**src/rtl/sar_predistort.sv**
```systemverilog
module sar_predistort #(
  parameter int NBITS = 6,
  parameter int FRAC  = 4,
  localparam int IDX_W = (NBITS > 1) ? $clog2(NBITS) : 1,
  localparam int RW    = NBITS + FRAC
) (
  input  logic             clk,
  input  logic             rst_n,
  input  logic             start,
  input  logic [NBITS-1:0] code_in,
  output logic [IDX_W-1:0] wt_idx,
  input  logic [RW-1:0]    wt_val,
  output logic             busy,
  output logic             done,
  output logic [NBITS-1:0] cal_code
);

  localparam logic [IDX_W-1:0] TOP = IDX_W'(NBITS - 1);

  logic [RW-1:0]    res_q;
  logic [IDX_W-1:0] ptr_q;
  logic [NBITS-1:0] code_q;
  logic             busy_q, done_q;
  logic             take;

  assign take     = (res_q >= wt_val);
  assign wt_idx   = ptr_q;
  assign busy     = busy_q;
  assign done     = done_q;
  assign cal_code = code_q;

  always_ff @(posedge clk or negedge rst_n) begin
    if (!rst_n) begin
      res_q  <= '0;
      ptr_q  <= '0;
      code_q <= '0;
      busy_q <= 1'b0;
      done_q <= 1'b0;
    end else begin
      done_q <= 1'b0;
      if (!busy_q && start) begin
        busy_q <= 1'b1;
        ptr_q  <= TOP;
        res_q  <= {code_in, {FRAC{1'b0}}};
        code_q <= '0;
      end else if (busy_q) begin
        if (take) begin
          code_q[ptr_q] <= 1'b1;
          res_q         <= res_q - wt_val;
        end
        if (ptr_q == '0) begin
          busy_q <= 1'b0;
          done_q <= 1'b1;
        end else begin
          ptr_q <= ptr_q - 1'b1;
        end
      end
    end
  end

endmodule

```
**config.mk**
```make
export PLATFORM = sky130hd
export DESIGN_NAME = sar_predistort
export DESIGN_NICKNAME = d
export VERILOG_FILES = /design/src/rtl/sar_predistort.sv
export SDC_FILE = /design/constraint.sdc
export NUM_CORES = 1
export LEC_CHECK = 0
export ABC_AREA = 1
export BUFFER_PORTS_ARGS = -buffer_cell sky130_fd_sc_hd__buf_2
export CORE_ASPECT_RATIO = 0.8
export CORE_MARGIN = 2
export CORE_UTILIZATION = 49
export DETAILED_ROUTE_END_ITERATION = 6
export PLACE_DENSITY_LB_ADDON = 0.1
export REMOVE_ABC_BUFFERS = 1
export SYNTH_ARGS = -nofsm -noshare
export SYNTH_HDL_FRONTEND = slang
export SYNTH_SLANG_ARGS = --single-unit
```
**constraint.sdc**
```tcl
create_clock -name clk -period 1.7 [get_ports clk]
set_input_delay 0.085 -clock clk [delete_from_list [all_inputs] [get_ports clk]]
set_output_delay 0.085 -clock clk [all_outputs]
set_load 0.05 [all_outputs]
```
* Word level (Yosys, flattened, before mapping)
Cells that the tools add are included.
** Word-level totals
- Bits in registers :: 21
- Bits of input ports :: 19
- Output and inout bits :: 11
- Logic and storage cells :: 37
** Cells by class
- Add/sub/neg operators :: 2
- Magnitude comparators :: 3
- Eq/ne operators :: 1
- Muxes and demuxes :: 17
- Bitwise logic cells :: 1
- Reductions and logical operators :: 8
** Operator list (number)
- 10-bit two-way mux :: 3
- 6-bit two-way mux :: 3
- 10-bit >= comparator :: 1
- 10-bit subtractor :: 1
- 3-bit two-way mux :: 3
- 1-bit two-way mux :: 7
- 6-bit bitwise OR :: 1
- 3-bit by 4-bit less-than comparator with 1-bit output (second input constant) :: 1
- 2-bit AND reduction :: 2
- 2-bit nonzero test :: 2
- 1-bit demux with 3-bit select :: 1
- 3-bit by 1-bit >= comparator with 1-bit output (second input constant) :: 1
- 3-bit logical NOT :: 1
- 3-bit by 1-bit subtractor with 3-bit output (second input constant) :: 1
- 1-bit logical AND :: 2
- 2-bit != test (second input constant) :: 1
- 1-bit logical NOT :: 1

* Depth between registers and ports, before layout
Gate-level depths: netlist of the first run.
- Word-level depth :: 8
- Depth in mapped cells :: 13
- Depth with buffers taken out :: 13

* Least setup slack after synthesis of the first run
Ideal clock, no wire load.
- Path kind :: register to register
- From :: reg ptr_q[0], in the netlist wt_idx[0]
- To :: reg ptr_q[2], in the netlist wt_idx[2]
- Library setup time :: 0.144 ns
- Arrival time :: 1.562 ns
- Required time :: 1.556 ns
- Path slack :: -0.006 ns
- Stages on the path, launching flop included :: 7
- Path through :: dfrtp_1 inv_1 ha_1 a21oi_1 nand2_1 a21oi_1 o21ai_1
** Between the ends
- Cells in the longest elaborated chain, start to end :: 4
** Ends and longest elaborated chain
- start, declared :: RTL line 21 : logic [IDX_W-1:0] ptr_q;
- start signal, assigned :: RTL line 55 : ptr_q <= ptr_q - 1'b1;
- 3-bit by 1-bit subtractor with 3-bit output :: RTL line 55
- 3-bit two-way mux :: RTL line 51 : if (ptr_q == '0) begin
- 3-bit two-way mux :: RTL line 46 : end else if (busy_q) begin
- 3-bit two-way mux :: RTL line 41 : if (!busy_q && start) begin
Parallel ways exist; a longest one is shown, timed or not. The select of a mux whose other input is x is not followed.
A chain may end at the register's enable or synchronous reset.

* Worst setup path after layout of the first run
- From :: reg res_q[8]
- To :: reg res_q[8]
** Between the ends
- Cells in the longest elaborated chain, start to end :: 4
** Ends and longest elaborated chain
- start, declared :: RTL line 20 : logic [RW-1:0] res_q;
- start signal, assigned :: RTL line 44 : res_q <= {code_in, {FRAC{1'b0}}};
- start signal, assigned :: RTL line 49 : res_q <= res_q - wt_val;
- 10-bit subtractor :: RTL line 49
- 10-bit two-way mux :: RTL line 47 : if (take) begin
- 10-bit two-way mux :: RTL line 46
- 10-bit two-way mux :: RTL line 41
Parallel ways exist; a longest one is shown, timed or not. The select of a mux whose other input is x is not followed.

==> results of run 1 <==
[critical path, stage by stage, from the launching register on]
cell and delay, ns:
dfrtp_1 0.40, ha_1 0.31, nand2_2 0.09, inv_1 0.07
a21oi_2 0.15, nand4_1 0.14, nand2_2 0.16, nand2_2 0.13
nand2_1 0.11, nand2_1 0.05
[routing by layer]
layer | global-route usage | up-vias | share of wire
met5 | 0 | - | 0
met4 | 0.05782 | 0 | 0.0050
met3 | 0.06067 | 2 | 0.053
met2 | 0.3517 | 43 | 0.45
met1 | 0.3329 | 698 | 0.49
li1 | - | 779 | -
[synth_stat cells (2+ instances only)]
library cell   n
nand3_1       23
inv_1         27
buf_6          2
xnor2_1        2
inv_2          2
a31oi_1        2
nor2_1        12
nor3_1         4
a21oi_1        5
nand2_1       73
dfrtp_1       21
a21oi_2        2
o21ai_1        5
o21ai_0        2
nand4_1        3
o21bai_1       2
ha_1          12
nand3b_1       3
a2bb2oi_2      4
[where the power goes]
group	internal (mW)	total (mW)	switching, mW
logic	1.06	2.67	1.61
registers	0.711	0.908	0.197
clock network	0.167	0.318	0.151
total	1.94	3.89	1.95
[logic make-up after synthesis]
logic type / count (synthesis) / share of synthesized area
buffers and inverters: 34 / 0.09349
AOI/OAI and AO/OA: 23 / 0.1114
xor gates and xnor gates: 3 / 0.01708
DFF: 21 / 0.3415
adders and majority gates: 13 / 0.1106
and+or+nand+nor: 119 / 0.3260
[area by class of cell]
| cell class | count | area, um^2 |
|---|---|---|
| clock buffer | 4 | 45.04 |
| fill | 281 | 1013 |
| inverter | 30 | 112.6 |
| multi-input combinational | 158 | 1025 |
| sequential | 21 | 525.5 |
| tap | 40 | 50.05 |
| timing repair buffer | 44 | 269.0 |
[how the worst max path moves through the flow]
stage | from | to | slack (ns) | cells past startpoint
5_1_grt | res_q[0] | res_q[5] | -0.09 | 10
6_report | res_q[8] | res_q[8] | -0.0004 | 9
3_5_place_dp | res_q[0] | res_q[8] | -0.11 | 10
3_3_place_gp | res_q[0] | res_q[4] | -0.04 | 10
4_1_cts | res_q[0] | res_q[1] | -0.0005 | 10
2_1_floorplan | res_q[0] | res_q[6] | -0.12 | 10
[flip-flops by register name, summed over array words and instances, names as in the netlist]
register and flops:
busy 1, cal_code 6, done 1, res_q 10
wt_idx 3
[what timing repair did]
| action | 4_1_cts | 5_1_grt |
|---|---|---|
| gates resized for setup | 11 | 21 |
| hold buffers | 1 | 0 |
| setup buffers | 1 | 2 |
| endpoints found under the setup margin | 16 | 16 |
| pin swaps | 1 | 5 |
| hold endpoints to repair | 21 | 0 |
| gates cloned | 0 | 1 |
[per-stage QoR]
stage                     total power [mW]  setup TNS (ns)  utilization  hold WS (ns)  instance area [um^2]
final                                3.894      -0.0003546       0.6667        0.1224                  2027
after global routing                 4.294         -0.9477       0.6667        0.1409                  2027
after CTS                            3.650      -0.0005120       0.6255        0.1206                  1902
after detailed placement             3.183          -1.193       0.5848       0.08793                  1778
after global placement               3.162         -0.2858       0.5848       0.06919                  1778
after floorplan                      2.541         -0.9840            -       -0.2106                  1508
==> results.sh, run 1 <==
export IMPL_synth_top_area_frac=0.3415
export IMPL_antenna_found_initial=0
export IMPL_required_ns=1.85
export IMPL_arrival_ns=1.85
export IMPL_ir_drop_mv=0.9972
export IMPL_fmax_ghz=0.5881
export IMPL_drt_vias_per_instance=5.125
export IMPL_pin_count=30
export IMPL_fin_cells=297
export IMPL_power_density_nw_per_um2=1921
export IMPL_worst_path_max_fanout=7
export IMPL_yosys_warnings=0
export IMPL_finalSetupViolCount=1
export IMPL_cts_buffers=3
export IMPL_rsz0062_at_grt="true"
export IMPL_wl_per_cell_um=12.89
export IMPL_drt_total_wl_um=3827
export IMPL_grt_pass1_wl_um=6230
export IMPL_grt_pass1_vias=1378
export IMPL_holdPathStages=5
export IMPL_die_area_um2=3608
export IMPL_synth_ff_type="dfrtp_1"
export IMPL_holdPathEnd="res_q[9]"
export IMPL_final_common_cell="nand2_1"
export IMPL_slew_limit_headroom=0.6620
export IMPL_gp_congestion=0.8414
export IMPL_hpwl_um=2870
export IMPL_cts_max_level=1
export IMPL_period_minus_slack_ns=1.700
export IMPL_critPathKind="reg -> reg"
export IMPL_hold_violations=0
export IMPL_die_y_um=54.13
export IMPL_synthesis_instances=213
export IMPL_initial_core_util=0.5062
export IMPL_groute_usage_overall=0.2329
export IMPL_async_flop_share=1.000
export IMPL_synth_area_leaders="dfrtp_1 34%, nand2_1 18%, ha_1 9.8%"
export IMPL_area_delta_synth_final_pct=31.71
export IMPL_coreArea_um2=3040
export IMPL_violations="negative setup slack"
export IMPL_synth_seq_cells=21
export IMPL_cts_tree="built"
export IMPL_yosys_area_top_type="dfrtp_1"
export IMPL_mostFrequentLayoutCells="68 x nand2_1, 30 x buf_2, 25 x inv_1, 21 x dfrtp_1, 20 x nand3_1"
export IMPL_ys_types=26
export IMPL_tightest_slew_ns=0.5070
export IMPL_grt_max_degree=22
export IMPL_ctsLongestPathBuffers=2
export IMPL_drv_cap=0
export IMPL_cts_root_buf="clkbuf_8"
export IMPL_die_x_um=66.66
export IMPL_r2r_start="res_q[8]"
export IMPL_hp_start="code_in[5]"
export IMPL_nets=290
export IMPL_netlist_area_um2=1539
export IMPL_grt_overflow=0
export IMPL_vias=1522
export IMPL_synth_edff_count=0
export IMPL_antennaDiodeCount=0
export IMPL_route_detailed_drc=0
export IMPL_fin_ws_ns=-0.0003546
export IMPL_drive_above_1_share=0.3191
export IMPL_outcome="complete, but fails checks"
export IMPL_drt_first_pass_iters=4
export IMPL_start_kind="flop"
export IMPL_fp_row_count=18
export IMPL_cts_sinks=21
export IMPL_report_final_slew_viol_count=0
export IMPL_antenna_left=0
export IMPL_ys_seq_area_frac=0.3415
export IMPL_clk_latency_ns=0.26
export IMPL_placed_cells=288
export IMPL_portBuffers=29
export IMPL_hold_class="in -> reg"
export IMPL_dp_slack_ns=-0.1086
export IMPL_reg2regPathDepth=9
export IMPL_synth_area_per_cell_um2=7.225
export IMPL_p_leak_nw=1.080
export IMPL_r2r_end="res_q[8]"
export IMPL_period_share=1.000
export IMPL_crit_path_end_kind="flop"
export IMPL_clock_skew_ns=0.003622
export IMPL_drt_iter0_drc=80
export IMPL_rrSetupSlack_ns=-0.0004
export IMPL_clk_pin_slew_ns=0.07
Note: power is estimated with default switching activity, not from simulation.
==> inputs of run 2 (changes only) <==
--- a/config.mk
+++ b/config.mk
@@ -9,7 +9,7 @@
 export BUFFER_PORTS_ARGS = -buffer_cell sky130_fd_sc_hd__buf_2
 export CORE_ASPECT_RATIO = 0.8
 export CORE_MARGIN = 2
-export CORE_UTILIZATION = 49
+export CORE_UTILIZATION = 40
 export DETAILED_ROUTE_END_ITERATION = 6
 export PLACE_DENSITY_LB_ADDON = 0.1
 export REMOVE_ABC_BUFFERS = 1
==> run 2 against run 1 <==
  * The flow still finishes with violations (negative setup slack)
  * Final area increased by 5.2%
  * Clock skew increased by 0.0015 ns
  * Fmax decreased by 0.23%
  * Largest power group unchanged
==> results.sh, run 2 (synthesis results as in run 1) <==
export IMPL_area_delta_synth_final_pct=38.54
export IMPL_clk_latency_ns=0.26
export IMPL_violations="negative setup slack"
export IMPL_path_cells="inv_1, ha_2, fa_2, inv_2, nand4_1, nand4_1, nand2_4, buf_6, nand3_2, o21ai_1"
export IMPL_cts_sinks=21
export IMPL_die_y_um=59.48
export IMPL_drv_cap=0
export IMPL_p_comb_frac=0.697
export IMPL_grt_max_degree=22
export IMPL_grt_pass1_vias=1380
export IMPL_hp_start="code_in[5]"
export IMPL_mostFrequentLayoutCells="67 x nand2_1, 29 x buf_2, 26 x inv_1, 21 x dfrtp_1, 20 x buf_4"
export IMPL_cts_max_level=1
export IMPL_max_stage_delay_ns=0.36
export IMPL_cts_buffers=3
export IMPL_hold_violations=0
export IMPL_clock_skew_ns=0.005162
export IMPL_groute_usage_overall=0.1868
export IMPL_coreArea_um2=3754
export IMPL_holdPathStages=5
export IMPL_period_share=1.003
export IMPL_vias=1557
export IMPL_intPower_mw=2.074
export IMPL_fmax_ghz=0.5867
export IMPL_antenna_found_initial=0
export IMPL_drt_vias_per_instance=5.006
export IMPL_routed_top_layer="met4"
export IMPL_slowest_stage="fa_2"
export IMPL_critical_path_most_common_cell="nand4_1"
export IMPL_grt_pass1_wl_um=6223
export IMPL_p_leak_nw=1.150
export IMPL_cts_root_buf="clkbuf_8"
export IMPL_required_ns=1.85
export IMPL_met1_length_um=2020
export IMPL_ctsLongestPathBuffers=2
export IMPL_tightest_slew_ns=0.4764
export IMPL_die_x_um=73.35
export IMPL_clk_pin_slew_ns=0.08
export IMPL_setup_tns_final_ns=-0.007249
export IMPL_reg2regPathDepth=10
export IMPL_fin_total_pwr_mw=4.106
export IMPL_initial_core_util=0.4100
export IMPL_r2r_start="res_q[0]"
export IMPL_period_minus_slack_ns=1.704
export IMPL_fp_row_count=20
export IMPL_swShare=0.4950
export IMPL_finalSetupViolCount=3
export IMPL_gp_congestion=0.8313
export IMPL_power_density_nw_per_um2=1926
export IMPL_antenna_left=0
export IMPL_p_sw_mw=2.032
export IMPL_hpwl_um=2968
export IMPL_die_area_um2=4363
export IMPL_drt_iter0_drc=75
export IMPL_fin_ws_ns=-0.004339
export IMPL_nets=300
export IMPL_cts_tree="built"
export IMPL_arrival_ns=1.86
export IMPL_r2r_end="res_q[2]"
export IMPL_slew_limit_headroom=0.6824
export IMPL_ir_drop_mv=0.7590
export IMPL_seqPwrFrac=0.223
export IMPL_routed_wl_met3_um=151
export IMPL_rsz0062_at_grt="true"
export IMPL_report_final_slew_viol_count=0
export IMPL_antennaDiodeCount=0
export IMPL_outcome="complete, but fails checks"
export IMPL_rrSetupSlack_ns=-0.004
export IMPL_portBuffers=29
export IMPL_post_dp_cell_area_um2=1866
export IMPL_start_kind="flop"
export IMPL_final_common_cell="nand2_1"
export IMPL_route_met2_wl_um=1713
export IMPL_wl_per_cell_um=12.68
export IMPL_crit_path_end_kind="flop"
export IMPL_holdPathEnd="res_q[9]"
export IMPL_clock_power_share=0.080
export IMPL_critPathBufInv=3
export IMPL_drt_total_wl_um=3944
export IMPL_largest_reg_flops=10
export IMPL_final_area_um2=2132
export IMPL_grt_overflow=0
export IMPL_top_register="res_q"
export IMPL_critPathKind="reg -> reg"
export IMPL_route_detailed_drc=0
export IMPL_pin_count=30
export IMPL_drive_above_1_share=0.3596
export IMPL_cp_top_family="adder cells"
export IMPL_drt_first_pass_iters=5
export IMPL_hold_class="in -> reg"
export IMPL_worst_path_max_fanout=6
==> run 2: worst max-delay path by stage <==
stage | from | endpoint | slack (ns) | depth (start not counted)
floorplan | res_q[0] | res_q[6] | -0.12 | 10
global placement | res_q[0] | res_q[5] | -0.06 | 10
detailed placement | res_q[0] | res_q[7] | -0.1 | 10
CTS | res_q[0] | res_q[1] | -0.05 | 10
global route | res_q[0] | res_q[2] | -0.13 | 10
finish | res_q[0] | res_q[2] | -0.004 | 10
==> run 2: worst register-to-register path, delay by kind of cell (launching register included) <==
kind | cells | cell delay [ns]
AOI/OAI and AO/OA | 1 | 0.06
adders and majority gates | 2 | 0.55
buffers and inverters | 3 | 0.28
DFF | 1 | 0.35
and+or+nand+nor | 4 | 0.37
==> run 2: repair_timing <==
| action | 4_1_cts | 5_1_grt |
|---|---|---|
| endpoints found under the setup margin | 16 | 16 |
| setup buffers | 1 | 2 |
| pin swaps | 6 | 7 |
| gates resized for setup | 17 | 21 |
| hold buffers | 1 | 0 |
| hold endpoints to repair | 21 | 0 |
==> run 2: final cells by class <==
class,instances,area [um^2]
fillers,375,1622
repair buffers,54,350.3
flip-flops and latches,21,525.5
multi-input cells,158,1044
well taps,44,55.05
inverters,30,112.6
clock buffers,4,45.04
==> run 2: power groups by stage <==
stage               clock network [mW]  logic, mW  registers [mW]
finish                           0.328       2.86           0.915
global route                     0.356       3.19           0.938
CTS                              0.341       2.63           0.886
detailed placement                   0       2.47           0.885
global placement                     0       2.47           0.885
floorplan                            0       1.37            1.17
==> run 2: stage by stage <==
step	hold slack [ns]	instances	setup slack, ns	utilization
6_report	0.1225	311	-0.004339	0.5680
5_1_grt	0.1556	311	-0.1297	0.5680
4_1_cts	0.1107	309	-0.04695	0.5337
3_5_place_dp	0.08040	303	-0.09725	0.4970
3_3_place_gp	0.07992	303	-0.05626	0.4970
2_1_floorplan	-0.2106	209	-0.1178	-
==> run 2: layer usage <==
layer / vias up / GRT usage
met5: - / 0
met4: 0 / 0.03896
met3: 7 / 0.04082
met2: 31 / 0.2844
met1: 722 / 0.2728
li1: 797 / -
